**config.mk**
```make
export PLATFORM = sky130hd
export DESIGN_NAME = host_bridge_master
export DESIGN_NICKNAME = d
export VERILOG_FILES = /design/src/rtl/hbm_pkg.sv /design/src/rtl/hbm_reset_sync.sv /design/src/rtl/hbm_backoff_timer.sv /design/src/rtl/hbm_master_fsm.sv /design/src/rtl/hbm_inbound_target.sv /design/src/rtl/host_bridge_master.sv
export SDC_FILE = /design/constraint.sdc
export NUM_CORES = 1
export LEC_CHECK = 0
export BUFFER_PORTS_ARGS = -buffer_cell sky130_fd_sc_hd__buf_2
export CAP_MARGIN = 15
export CORE_AREA = 2 2 39 41
export DETAILED_ROUTE_END_ITERATION = 10
export DIE_AREA = 0 0 41 43
export MAX_ROUTING_LAYER = met4
export PLACE_DENSITY = 0.69
export SYNTH_ARGS = -nofsm -noshare
export SYNTH_HDL_FRONTEND = slang
export SYNTH_SLANG_ARGS = --single-unit
```
**constraint.sdc**
```tcl
create_clock -name clk -period 0.9 [get_ports clk]
set_input_delay 0.09 -clock clk [delete_from_list [all_inputs] [get_ports clk]]
set_output_delay 0.09 -clock clk [all_outputs]
set_load 0.05 [all_outputs]
```
**src/rtl/hbm_pkg.sv**
```systemverilog
package hbm_pkg;
  typedef enum logic [2:0] {
    M_IDLE    = 3'd0,
    M_REQ     = 3'd1,
    M_ACTIVE  = 3'd2,
    M_BACKOFF = 3'd3,
    M_DONE    = 3'd4
  } mst_state_e;
endpackage

```
**src/rtl/hbm_reset_sync.sv**
```systemverilog
module hbm_reset_sync (
  input  logic clk,
  input  logic rst_n,
  output logic rst_sync_n
);
  logic [1:0] sync_q;

  always_ff @(posedge clk or negedge rst_n) begin
    if (!rst_n) sync_q <= 2'b00;
    else        sync_q <= {sync_q[0], 1'b1};
  end

  assign rst_sync_n = sync_q[1];
endmodule

```
**src/rtl/hbm_backoff_timer.sv**
```systemverilog
module hbm_backoff_timer #(
  parameter int BACKOFF_CYCLES = 2
) (
  input  logic clk,
  input  logic rst_n,
  input  logic start,
  input  logic run,
  output logic expire
);
  localparam int CNT_W = $clog2(BACKOFF_CYCLES + 1);
  localparam logic [CNT_W-1:0] LAST = CNT_W'(BACKOFF_CYCLES - 1);

  logic [CNT_W-1:0] cnt_q, cnt_d;
  logic             cnt_en;

  assign cnt_en = start | run;

  always_comb begin
    if (start)            cnt_d = '0;
    else if (cnt_q != LAST) cnt_d = cnt_q + 1'b1;
    else                  cnt_d = cnt_q;
  end

  always_ff @(posedge clk or negedge rst_n) begin
    if (!rst_n)      cnt_q <= '0;
    else if (cnt_en) cnt_q <= cnt_d;
  end

  assign expire = run & (cnt_q == LAST);
endmodule

```
**src/rtl/hbm_master_fsm.sv**
```systemverilog
module hbm_master_fsm
  import hbm_pkg::*;
#(
  parameter int BACKOFF_CYCLES = 2
) (
  input  logic clk,
  input  logic rst_n,
  input  logic cpu_req_valid,
  input  logic bus_gnt,
  input  logic bus_term_valid,
  input  logic bus_term_retry,
  output logic bus_req,
  output logic cpu_ack
);
  mst_state_e state_q, state_d;
  logic       bo_start, bo_run, bo_expire;

  assign bo_start = (state_q == M_ACTIVE) & bus_term_valid & bus_term_retry;
  assign bo_run   = (state_q == M_BACKOFF);

  hbm_backoff_timer #(.BACKOFF_CYCLES(BACKOFF_CYCLES)) u_backoff (
    .clk    (clk),
    .rst_n  (rst_n),
    .start  (bo_start),
    .run    (bo_run),
    .expire (bo_expire)
  );

  always_comb begin
    state_d = state_q;
    unique case (state_q)
      M_IDLE:    if (cpu_req_valid) state_d = M_REQ;
      M_REQ:     if (bus_gnt) state_d = M_ACTIVE;
      M_ACTIVE:  if (bus_term_valid) state_d = bus_term_retry ? M_BACKOFF : M_DONE;
      M_BACKOFF: if (bo_expire) state_d = M_REQ;
      M_DONE:    state_d = M_IDLE;
      default:   state_d = M_IDLE;
    endcase
  end

  always_ff @(posedge clk or negedge rst_n) begin
    if (!rst_n) state_q <= M_IDLE;
    else        state_q <= state_d;
  end

  assign bus_req = (state_q == M_REQ) | (state_q == M_ACTIVE);
  assign cpu_ack = (state_q == M_DONE);
endmodule

```
**src/rtl/hbm_inbound_target.sv**
```systemverilog
module hbm_inbound_target #(
  parameter int WAIT_LIMIT = 8
) (
  input  logic clk,
  input  logic rst_n,
  input  logic in_wr_valid,
  input  logic mem_ready,
  output logic mem_wr_en,
  output logic in_wr_done,
  output logic in_wr_retry
);
  localparam int WAIT_W = $clog2(WAIT_LIMIT + 1);
  localparam logic [WAIT_W-1:0] WAIT_LAST = WAIT_W'(WAIT_LIMIT - 1);

  logic              done_q, retry_q;
  logic [WAIT_W-1:0] wait_q, wait_d;
  logic              pending, accept, give_up;

  assign pending = in_wr_valid & ~done_q & ~retry_q;
  assign accept  = pending & mem_ready;
  assign give_up = pending & ~mem_ready & (wait_q == WAIT_LAST);

  always_comb begin
    if (!pending || mem_ready || give_up) wait_d = '0;
    else                                  wait_d = wait_q + 1'b1;
  end

  always_ff @(posedge clk or negedge rst_n) begin
    if (!rst_n) begin
      done_q  <= 1'b0;
      retry_q <= 1'b0;
      wait_q  <= '0;
    end else begin
      done_q  <= accept;
      retry_q <= give_up;
      wait_q  <= wait_d;
    end
  end

  assign mem_wr_en   = accept;
  assign in_wr_done  = done_q;
  assign in_wr_retry = retry_q;
endmodule

```
**src/rtl/host_bridge_master.sv**
```systemverilog
module host_bridge_master #(
  parameter int BACKOFF_CYCLES = 2,
  parameter int WAIT_LIMIT     = 8
) (
  input  logic clk,
  input  logic rst_n,
  input  logic cpu_req_valid,
  output logic cpu_ack,
  output logic bus_req,
  input  logic bus_gnt,
  input  logic bus_term_valid,
  input  logic bus_term_retry,
  input  logic in_wr_valid,
  input  logic mem_ready,
  output logic mem_wr_en,
  output logic in_wr_done,
  output logic in_wr_retry
);
  logic rst_sync_n;

  hbm_reset_sync u_rst (
    .clk        (clk),
    .rst_n      (rst_n),
    .rst_sync_n (rst_sync_n)
  );

  hbm_master_fsm #(.BACKOFF_CYCLES(BACKOFF_CYCLES)) u_master (
    .clk            (clk),
    .rst_n          (rst_sync_n),
    .cpu_req_valid  (cpu_req_valid),
    .bus_gnt        (bus_gnt),
    .bus_term_valid (bus_term_valid),
    .bus_term_retry (bus_term_retry),
    .bus_req        (bus_req),
    .cpu_ack        (cpu_ack)
  );

  hbm_inbound_target #(.WAIT_LIMIT(WAIT_LIMIT)) u_inbound (
    .clk         (clk),
    .rst_n       (rst_sync_n),
    .in_wr_valid (in_wr_valid),
    .mem_ready   (mem_ready),
    .mem_wr_en   (mem_wr_en),
    .in_wr_done  (in_wr_done),
    .in_wr_retry (in_wr_retry)
  );
endmodule

```
# Yosys cells after proc, flatten, opt, wreduce, memory -nomap -nowiden

Cells that the tools add are included.
Widths: inputs -> output; s select.

Register bits: 13
Word-level logic and storage cells: 48

$add $sub $neg: 2
Equality and inequality tests: 11
Muxes and demuxes: 9
Bitwise logic cells: 13
Reduce and logical (&&, ||, !) cells: 7

Operator list:

| cell                | count |
|---|---|
| $mux 3              | 5 |
| $pmux 3 s4          | 1 |
| $and 1x1->1         | 8 |
| $eq 3x2->1 const B  | 2 |
| $ne 2x2->1 const B  | 3 |
| $add 4x1->4 const B | 1 |
| $eq 4x3->1 const B  | 1 |
| $mux 2              | 2 |
| $mux 4              | 1 |
| $ne 2x1->1 const B  | 2 |
| $reduce_and 4->1    | 1 |
| $eq 3x1->1 const B  | 1 |
| $eq 3x3->1 const B  | 1 |
| $logic_not 3->1     | 1 |
| $not 1->1           | 3 |
| $add 2x1->2 const B | 1 |
| $eq 2x1->1 const B  | 1 |
| $logic_or 1x1->1    | 2 |
| $or 1x1->1          | 2 |
| $reduce_and 2->1    | 1 |
| $reduce_bool 2->1   | 1 |
| $logic_not 1->1     | 1 |

# Depth between registers and ports, before layout

Gate-level depths: netlist of run 1.

Depth in word-level cells: 7
Depth in mapped cells: 5
Gate-level depth less buffers: 5

# Cells and area by module

From an unflattened synthesis of run 1, not the netlist that was laid out.

Cell total of the unflattened synthesis: 54
Area, all modules: 628.1 um^2

By module, submodules not included:

| module             | times used | cells each | area each (um^2) |
|---|---|---|---|
| hbm_inbound_target | 1          | 19         | 264.0 |
| hbm_master_fsm     | 1          | 21         | 188.9 |
| hbm_backoff_timer  | 1          | 11         | 121.4 |
| hbm_reset_sync     | 1          | 3          | 53.8 |

# Worst setup path before layout of run 1

Ideal clock, no wire load.

Path kind: reg2out
Start: register u_master.state_q[0]
End: output cpu_ack
Data arrival time: 1670 ps
Data required time: 810 ps
Setup slack: -860 ps
Stages on the path, launching flop included: 3
Buffers on the path: 1
Path through: dfrtp_1 > buf_2 > nor3b_1

Cells in the longest elaborated chain, start to end: 1

RTL lines:

| item                   | line                    | text |
|---|---|---|
| from (decl)            | hbm_master_fsm.sv:15    | `mst_state_e state_q, state_d;` |
| from (signal assigned) | hbm_master_fsm.sv:43    | `else state_q <= state_d;` |
| $eq 3x3->1             | hbm_master_fsm.sv:47    | `assign cpu_ack = (state_q == M_DONE);` |
| to (decl)              | host_bridge_master.sv:8 | `output logic cpu_ack,` |

Every way passes these cells.

# Final worst setup path of run 1

Start: register u_inbound.retry_q, in the netlist u_inbound.in_wr_retry
End: output mem_wr_en

Cells in the longest elaborated chain, start to end: 3

RTL lines:

| item                   | line                     | text |
|---|---|---|
| from (decl)            | hbm_inbound_target.sv:15 | `logic done_q, retry_q;` |
| from (signal assigned) | hbm_inbound_target.sv:35 | `retry_q <= give_up;` |
| $not 1->1              | hbm_inbound_target.sv:19 | `assign pending = in_wr_valid & ~done_q & ~retry_q;` |
| $and 1x1->1            | hbm_inbound_target.sv:19 |  |
| $and 1x1->1            | hbm_inbound_target.sv:20 | `assign accept = pending & mem_ready;` |
| to (decl)              | host_bridge_master.sv:15 | `output logic mem_wr_en,` |

Every way passes these cells.

==> results.toml, run 1 <==
[run_status]
failed_checks = "negative setup slack"
outcome = "finished, violations left"

[synth]
synth_nets = 66
synth_cells = 56
synth_area_um2 = 608
syn_area_per_cell_um2 = 10.9
seq_area_frac_synth = 0.535
ys_ff_latch = 13
synthDistinctLibCells = 27
yosysWarnings = 0

[placement]
routabilityCongestion = 0.745
io_buffers = 12
dpl.hpwl_um = 992
place_ws_ps = -287
dp.cells = 93

[grt]
grt_antenna_before_repair = 0
globalRouteOverflowTotal = 0
grt_max_degree = 12
grt_pass1_vias = 540
grt_pass1_wl_um = 2270
grt_usage = 0.204

[floorplanning]
row_count = 14
ioPinCount = 13
core_um2 = 1380
die_area_um2 = 1760
start_util = 0.439
dieHeight_um = 43
die_w_um = 41

[timing]
fmax_mhz = 736
slew_violations = 0
rsz0062_at_grt = "true"
fin_skew_ps = 3.63
fin_crit_sh = 1.51
fin_tns_setup_ps = -4280
final_hold_viol_count = 0
fin_crit_ps = 1360
fin_ws_ps = -459
setup-violations-final = 16

[power]
intPower_uw = 1920
seqPwrFrac = 0.280
max-vdd-ir-drop_mv = 2.18
power.switching_uw = 1140
p_comb_frac = 0.599
p_sw_frac = 0.374
p_leak_uw = 0.000477
p_per_area_nw_per_um2 = 2990
p_clk_frac = 0.121

[routing]
routed_wl_um = 1550
drt_first_pass_iters = 4
drt-wirelength-per-cell_um = 14.7
vias = 545
via_per_inst = 5.19
drc = 0
antenna_left = 0
drt_first_iter_violations = 4

[setup_path]
required_ps = 810
crit_fanout = 2
endpoint_kind = "output pin"
r2r_start = "u_inbound.in_wr_retry$_DFF_PN0_"
r2r_end = "u_inbound.wait_q[1]$_DFF_PN0_"
path_class = "flop to output pin"
critPathLaunchType = "flop"
worstPathArrival_ps = 1270
rrSetupSlack_ps = -350
rr_worst_depth = 3

[final_layout]
mostFrequentLayoutCells = "10 x buf_6, 10 x buf_4, 9 x dfrtp_1, 8 x buf_2, 4 x dfrtp_2"
final_core_util = 0.741
antenna_cells = 0
multi_input_area_um2 = 364
ff_latch_area_um2 = 330
fin_cells = 105
drive_gt1_frac = 0.640
layout.nets = 100
fillCellCount = 99
area_growth_syn_to_layout_pct = 68.5

[clocking]
htree_levels = 1
cts_sinks = 13
path_clk_slew_ps = 80
cts_tree = "built"
cts_max_path_buffers = 2
root_buffer = "clkbuf_4"
clk_latency_ps = 280
cts_buffers = 3

[run]
cap_violations = 0

[min_path]
min-delay-path-class = "input port to asynchronous set/reset pin"
## cell families (layout without fill, tap and decap cells)
family | count (synthesis) | in the layout | share of synthesized area
simple gates | 23 | 23 | 0.241
compound gates | 9 | 9 | 0.0967
xor+xnor | 2 | 2 | 0.0288
fa+ha+maj | 2 | 2 | 0.0411
flops | 13 | 13 | 0.535
buf+inv | 5 | 38 | 0.0350
other cells | 1 | 1 | 0.00617
mux | 1 | 1 | 0.0165
## power groups by stage
stage                     Sequential [µW]  Combinational (µW)  Clock, µW
after global routing                  873                1960        398
after detailed placement              871                1250          0
after floorplan                       789                1030          0
after global placement                859                1220          0
final                                 856                1830        370
after CTS                             845                1690        362
## cell usage after synthesis
library cell / instances / area [µm²]
or4b_4: 1 / 13.8
ha_1: 2 / 25.0
mux2i_1: 1 / 10.0
inv_1: 2 / 7.51
inv_2: 1 / 3.75
nor2b_1: 2 / 12.5
nor3_1: 1 / 5.00
o31ai_1: 1 / 7.51
conb_1: 1 / 3.75
nor3b_2: 1 / 12.5
xnor2_1: 2 / 17.5
nand2b_1: 2 / 12.5
a21oi_1: 3 / 15.0
nand3_1: 2 / 10.0
nand2_1: 2 / 7.51
or2_1: 1 / 6.26
a221oi_1: 1 / 8.76
nor2_1: 5 / 18.8
or2_2: 1 / 6.26
o21ai_0: 2 / 10.0
nand3b_1: 2 / 15.0
nor3b_1: 1 / 7.51
and3_1: 1 / 6.26
dfrtp_1: 13 / 325
buf_2: 2 / 10.0
a22o_1: 2 / 17.5
and4bb_2: 1 / 12.5
## worst max-delay path: stages, from the launching register on
cell      delay, ps
dfrtp_2         420
buf_6           110
and4bb_4        310
buf_8           150
## area by class of cell
type | instances | area share
repair buffers | 31 | 0.266
clock buffers | 4 | 0.0256
multi-input cells | 38 | 0.355
flip-flops and latches | 13 | 0.322
well taps | 16 | 0.0195
inverters | 3 | 0.0110
## how the worst max path moves through the flow
stage                                         start                             to  slack (ps)  depth (start not counted)
floorplan           u_inbound.in_wr_retry$_DFF_PN0_  u_inbound.wait_q[1]$_DFF_PN0_        -420                          3
global placement    u_inbound.in_wr_retry$_DFF_PN0_  u_inbound.wait_q[1]$_DFF_PN0_        -270                          3
detailed placement  u_inbound.in_wr_retry$_DFF_PN0_  u_inbound.wait_q[1]$_DFF_PN0_        -290                          3
CTS                 u_inbound.in_wr_retry$_DFF_PN0_                      mem_wr_en        -450                          3
global route        u_inbound.in_wr_retry$_DFF_PN0_                      mem_wr_en        -490                          3
finish              u_inbound.in_wr_retry$_DFF_PN0_                      mem_wr_en        -460                          3
## sequential cells by signal (all words and copies together), names as in the netlist
signal	count
u_inbound.wait_q	4
u_master.state_q	3
u_rst.sync_q	2
u_inbound.in_wr_done	1
u_master.u_backoff.cnt_q	2
u_inbound.in_wr_retry	1
## layer usage
layer  global-route usage  vias to the layer above  wire [µm]
met5                    -                        -          0
li1                     -                      257          -
met2                0.344                       12        872
met1                0.217                      271        601
met4                0.100                        0         30
met3               0.0314                        5         44
## stage by stage
step                hold WS (ps)  instance area (µm²)  power, µW
floorplan                   -206                  681       1820
global placement            -124                  821       2080
detailed placement          -123                  821       2120
CTS                          106                  985       2900
global route                 127                 1020       3240
finish                       105                 1020       3060
## timing repair
action	CTS	global route
setup endpoints to repair	16	16
gates resized for setup	21	8
gates cloned	0	0
hold buffers	1	0
setup buffers	6	1
pin swaps	9	3
hold endpoints to repair	2	0
(Power assumes the default switching activity.)
==> run 2: changes to the inputs <==
- ABC_CLOCK_PERIOD_IN_PS: not set -> 900
- BUFFER_PORTS_ARGS: -buffer_cell sky130_fd_sc_hd__buf_2 -> not set
- DONT_BUFFER_PORTS: not set -> 1
- PLACE_DENSITY: 0.69 -> not set
- PLACE_DENSITY_LB_ADDON: not set -> 0.12
==> results.toml, run 2 (synthesis gave the netlist of run 1 again) <==
[run_status]
outcome = "finished, violations left"
failed_checks = "negative setup slack"

[timing]
fin_crit_ps = 1360
fin_ws_ps = -461
rsz0062_at_grt = "true"
fin_crit_sh = 1.51
fmax_mhz = 735
slew_violations = 0
final_hold_viol_count = 0
fin_tns_setup_ps = -4410
setup-violations-final = 16
fin_skew_ps = 10.3

[floorplanning]
core_um2 = 1380
ioPinCount = 13
row_count = 14
dieHeight_um = 43
start_util = 0.439
die_w_um = 41
die_area_um2 = 1760

[grt]
grt_pass1_wl_um = 2360
grt_antenna_before_repair = 0
grt_pass1_vias = 527
grt_usage = 0.204
grt_max_degree = 12
globalRouteOverflowTotal = 0

[routing]
drt_first_pass_iters = 1
via_per_inst = 5.17
antenna_left = 0
vias = 496
drt-wirelength-per-cell_um = 16.6
drt_first_iter_violations = 0
routed_wl_um = 1590
drc = 0

[setup_path]
path_cells = "buf_6, and4bb_4"
critPathLaunchType = "flop"
required_ps = 810
cpPeakStageDelay_ps = 430
slowest_stage = "and4bb_4"
crit_fanout = 2
endpoint_kind = "output pin"
worstPathArrival_ps = 1270
path_class = "flop to output pin"

[placement]
dp.cells = 83
place_ws_ps = -310
routabilityCongestion = 0.696
dpl.hpwl_um = 968
io_buffers = 0

[final_layout]
mostFrequentLayoutCells = "11 x dfrtp_1, 8 x buf_6, 6 x buf_4"
layout.nets = 91
area_growth_syn_to_layout_pct = 68.5
drive_gt1_frac = 0.563
antenna_cells = 0
final_core_util = 0.741
top_regs = "u_inbound.wait_q x4, u_master.state_q x3"
regMostFlops = "u_inbound.wait_q"
largest_reg_flops = 4
fin_cells = 96
layout_commonest_cell = "dfrtp_1"
fillCellCount = 81

[clocking]
cts_max_path_buffers = 2
cts_buffers = 3
cts_sinks = 13
htree_levels = 1
clk_latency_ps = 280
root_buffer = "clkbuf_4"
cts_tree = "built"
path_clk_slew_ps = 90

[run]
cap_violations = 0

[power]
max-vdd-ir-drop_mv = 2.27
p_per_area_nw_per_um2 = 3290
p_leak_uw = 0.000460

[min_path]
min-delay-path-class = "input port to flop"
run 2: cell types whose count changed in the layout (fill, tap and decap cells not counted), moves of 2 or more:
| cell | delta |
|---|---|
| a21oi_1 | +2 |
| a21oi_2 | -2 |
| buf_12 | +2 |
| buf_2 | -8 |
| buf_4 | -4 |
| buf_6 | -2 |
| dfrtp_1 | +2 |
| dfrtp_2 | -2 |
| dlygate4sd3_1 | +2 |
| nor2_2 | -2 |
| nor2b_4 | +2 |
run 2: final cells by class:
cell class,count,area (µm²),share of cell area
sequential,13,328,0.320
clock buffer,4,26.3,0.0256
timing repair buffer,22,255,0.249
multi-input combinational,38,379,0.370
tap,16,20.0,0.0195
inverter,3,16.3,0.0159
run 2: layer usage:
| metal | GRT usage | wire length, µm | up-vias |
|---|---|---|---|
| li1 | - | - | 244 |
| met1 | 0.256 | 639 | 244 |
| met2 | 0.328 | 892 | 6 |
| met3 | 0.0314 | 47 | 2 |
| met4 | 0.0600 | 12 | 0 |
| met5 | - | 0 | - |
run 2: final timing paths:
path	slack [ps]	to	cells after the start	from
worst max-delay path	-460	mem_wr_en	2	u_inbound.in_wr_retry$_DFF_PN0_
worst min register to register	180	u_master.state_q[1]$_DFFE_PN0P_	0	u_rst.sync_q[1]$_DFF_PN0_
worst max register to register	-370	u_master.u_backoff.cnt_q[0]$_DFFE_PN0P_	5	u_master.state_q[1]$_DFFE_PN0P_
min in group asynchronous	40	u_rst.sync_q[1]$_DFF_PN0_	1	rst_n
worst min-delay path	30	u_master.state_q[0]$_DFFE_PN0P_	2	cpu_req_valid
max in group asynchronous	370	u_inbound.in_wr_done$_DFF_PN0_	0	u_rst.sync_q[1]$_DFF_PN0_
run 2: stage by stage:
step           hold WS (ps)  cell area (µm²)  total power [µW]
2_1_floorplan          -206              681              1820
3_5_place_dp           -206              813              2420
4_1_cts                16.6              973              3120
3_3_place_gp           -206              813              2330
6_report               26.6             1020              3370
5_1_grt                21.9             1020              3530
run 2: worst max-delay path, delay by kind of cell, from the launching register on:
kind                   cells  cell delay, ps
and+or+nand+nor            1             430
buffers and inverters      1             150
DFF                        1             410
run 2: what timing repair did:
| action | CTS | global route |
|---|---|---|
| hold buffers | 3 | 0 |
| setup endpoints to repair | 15 | 16 |
| buffers inserted | 5 | 3 |
| resized for setup | 18 | 12 |
| endpoints found under the hold margin | 4 | 0 |
| pin swaps | 5 | 9 |
run 2: where the power goes:
group / internal, µW / switching, µW
logic: 1260 / 939
clock network: 172 / 198
registers: 691 / 106
total: 2130 / 1240
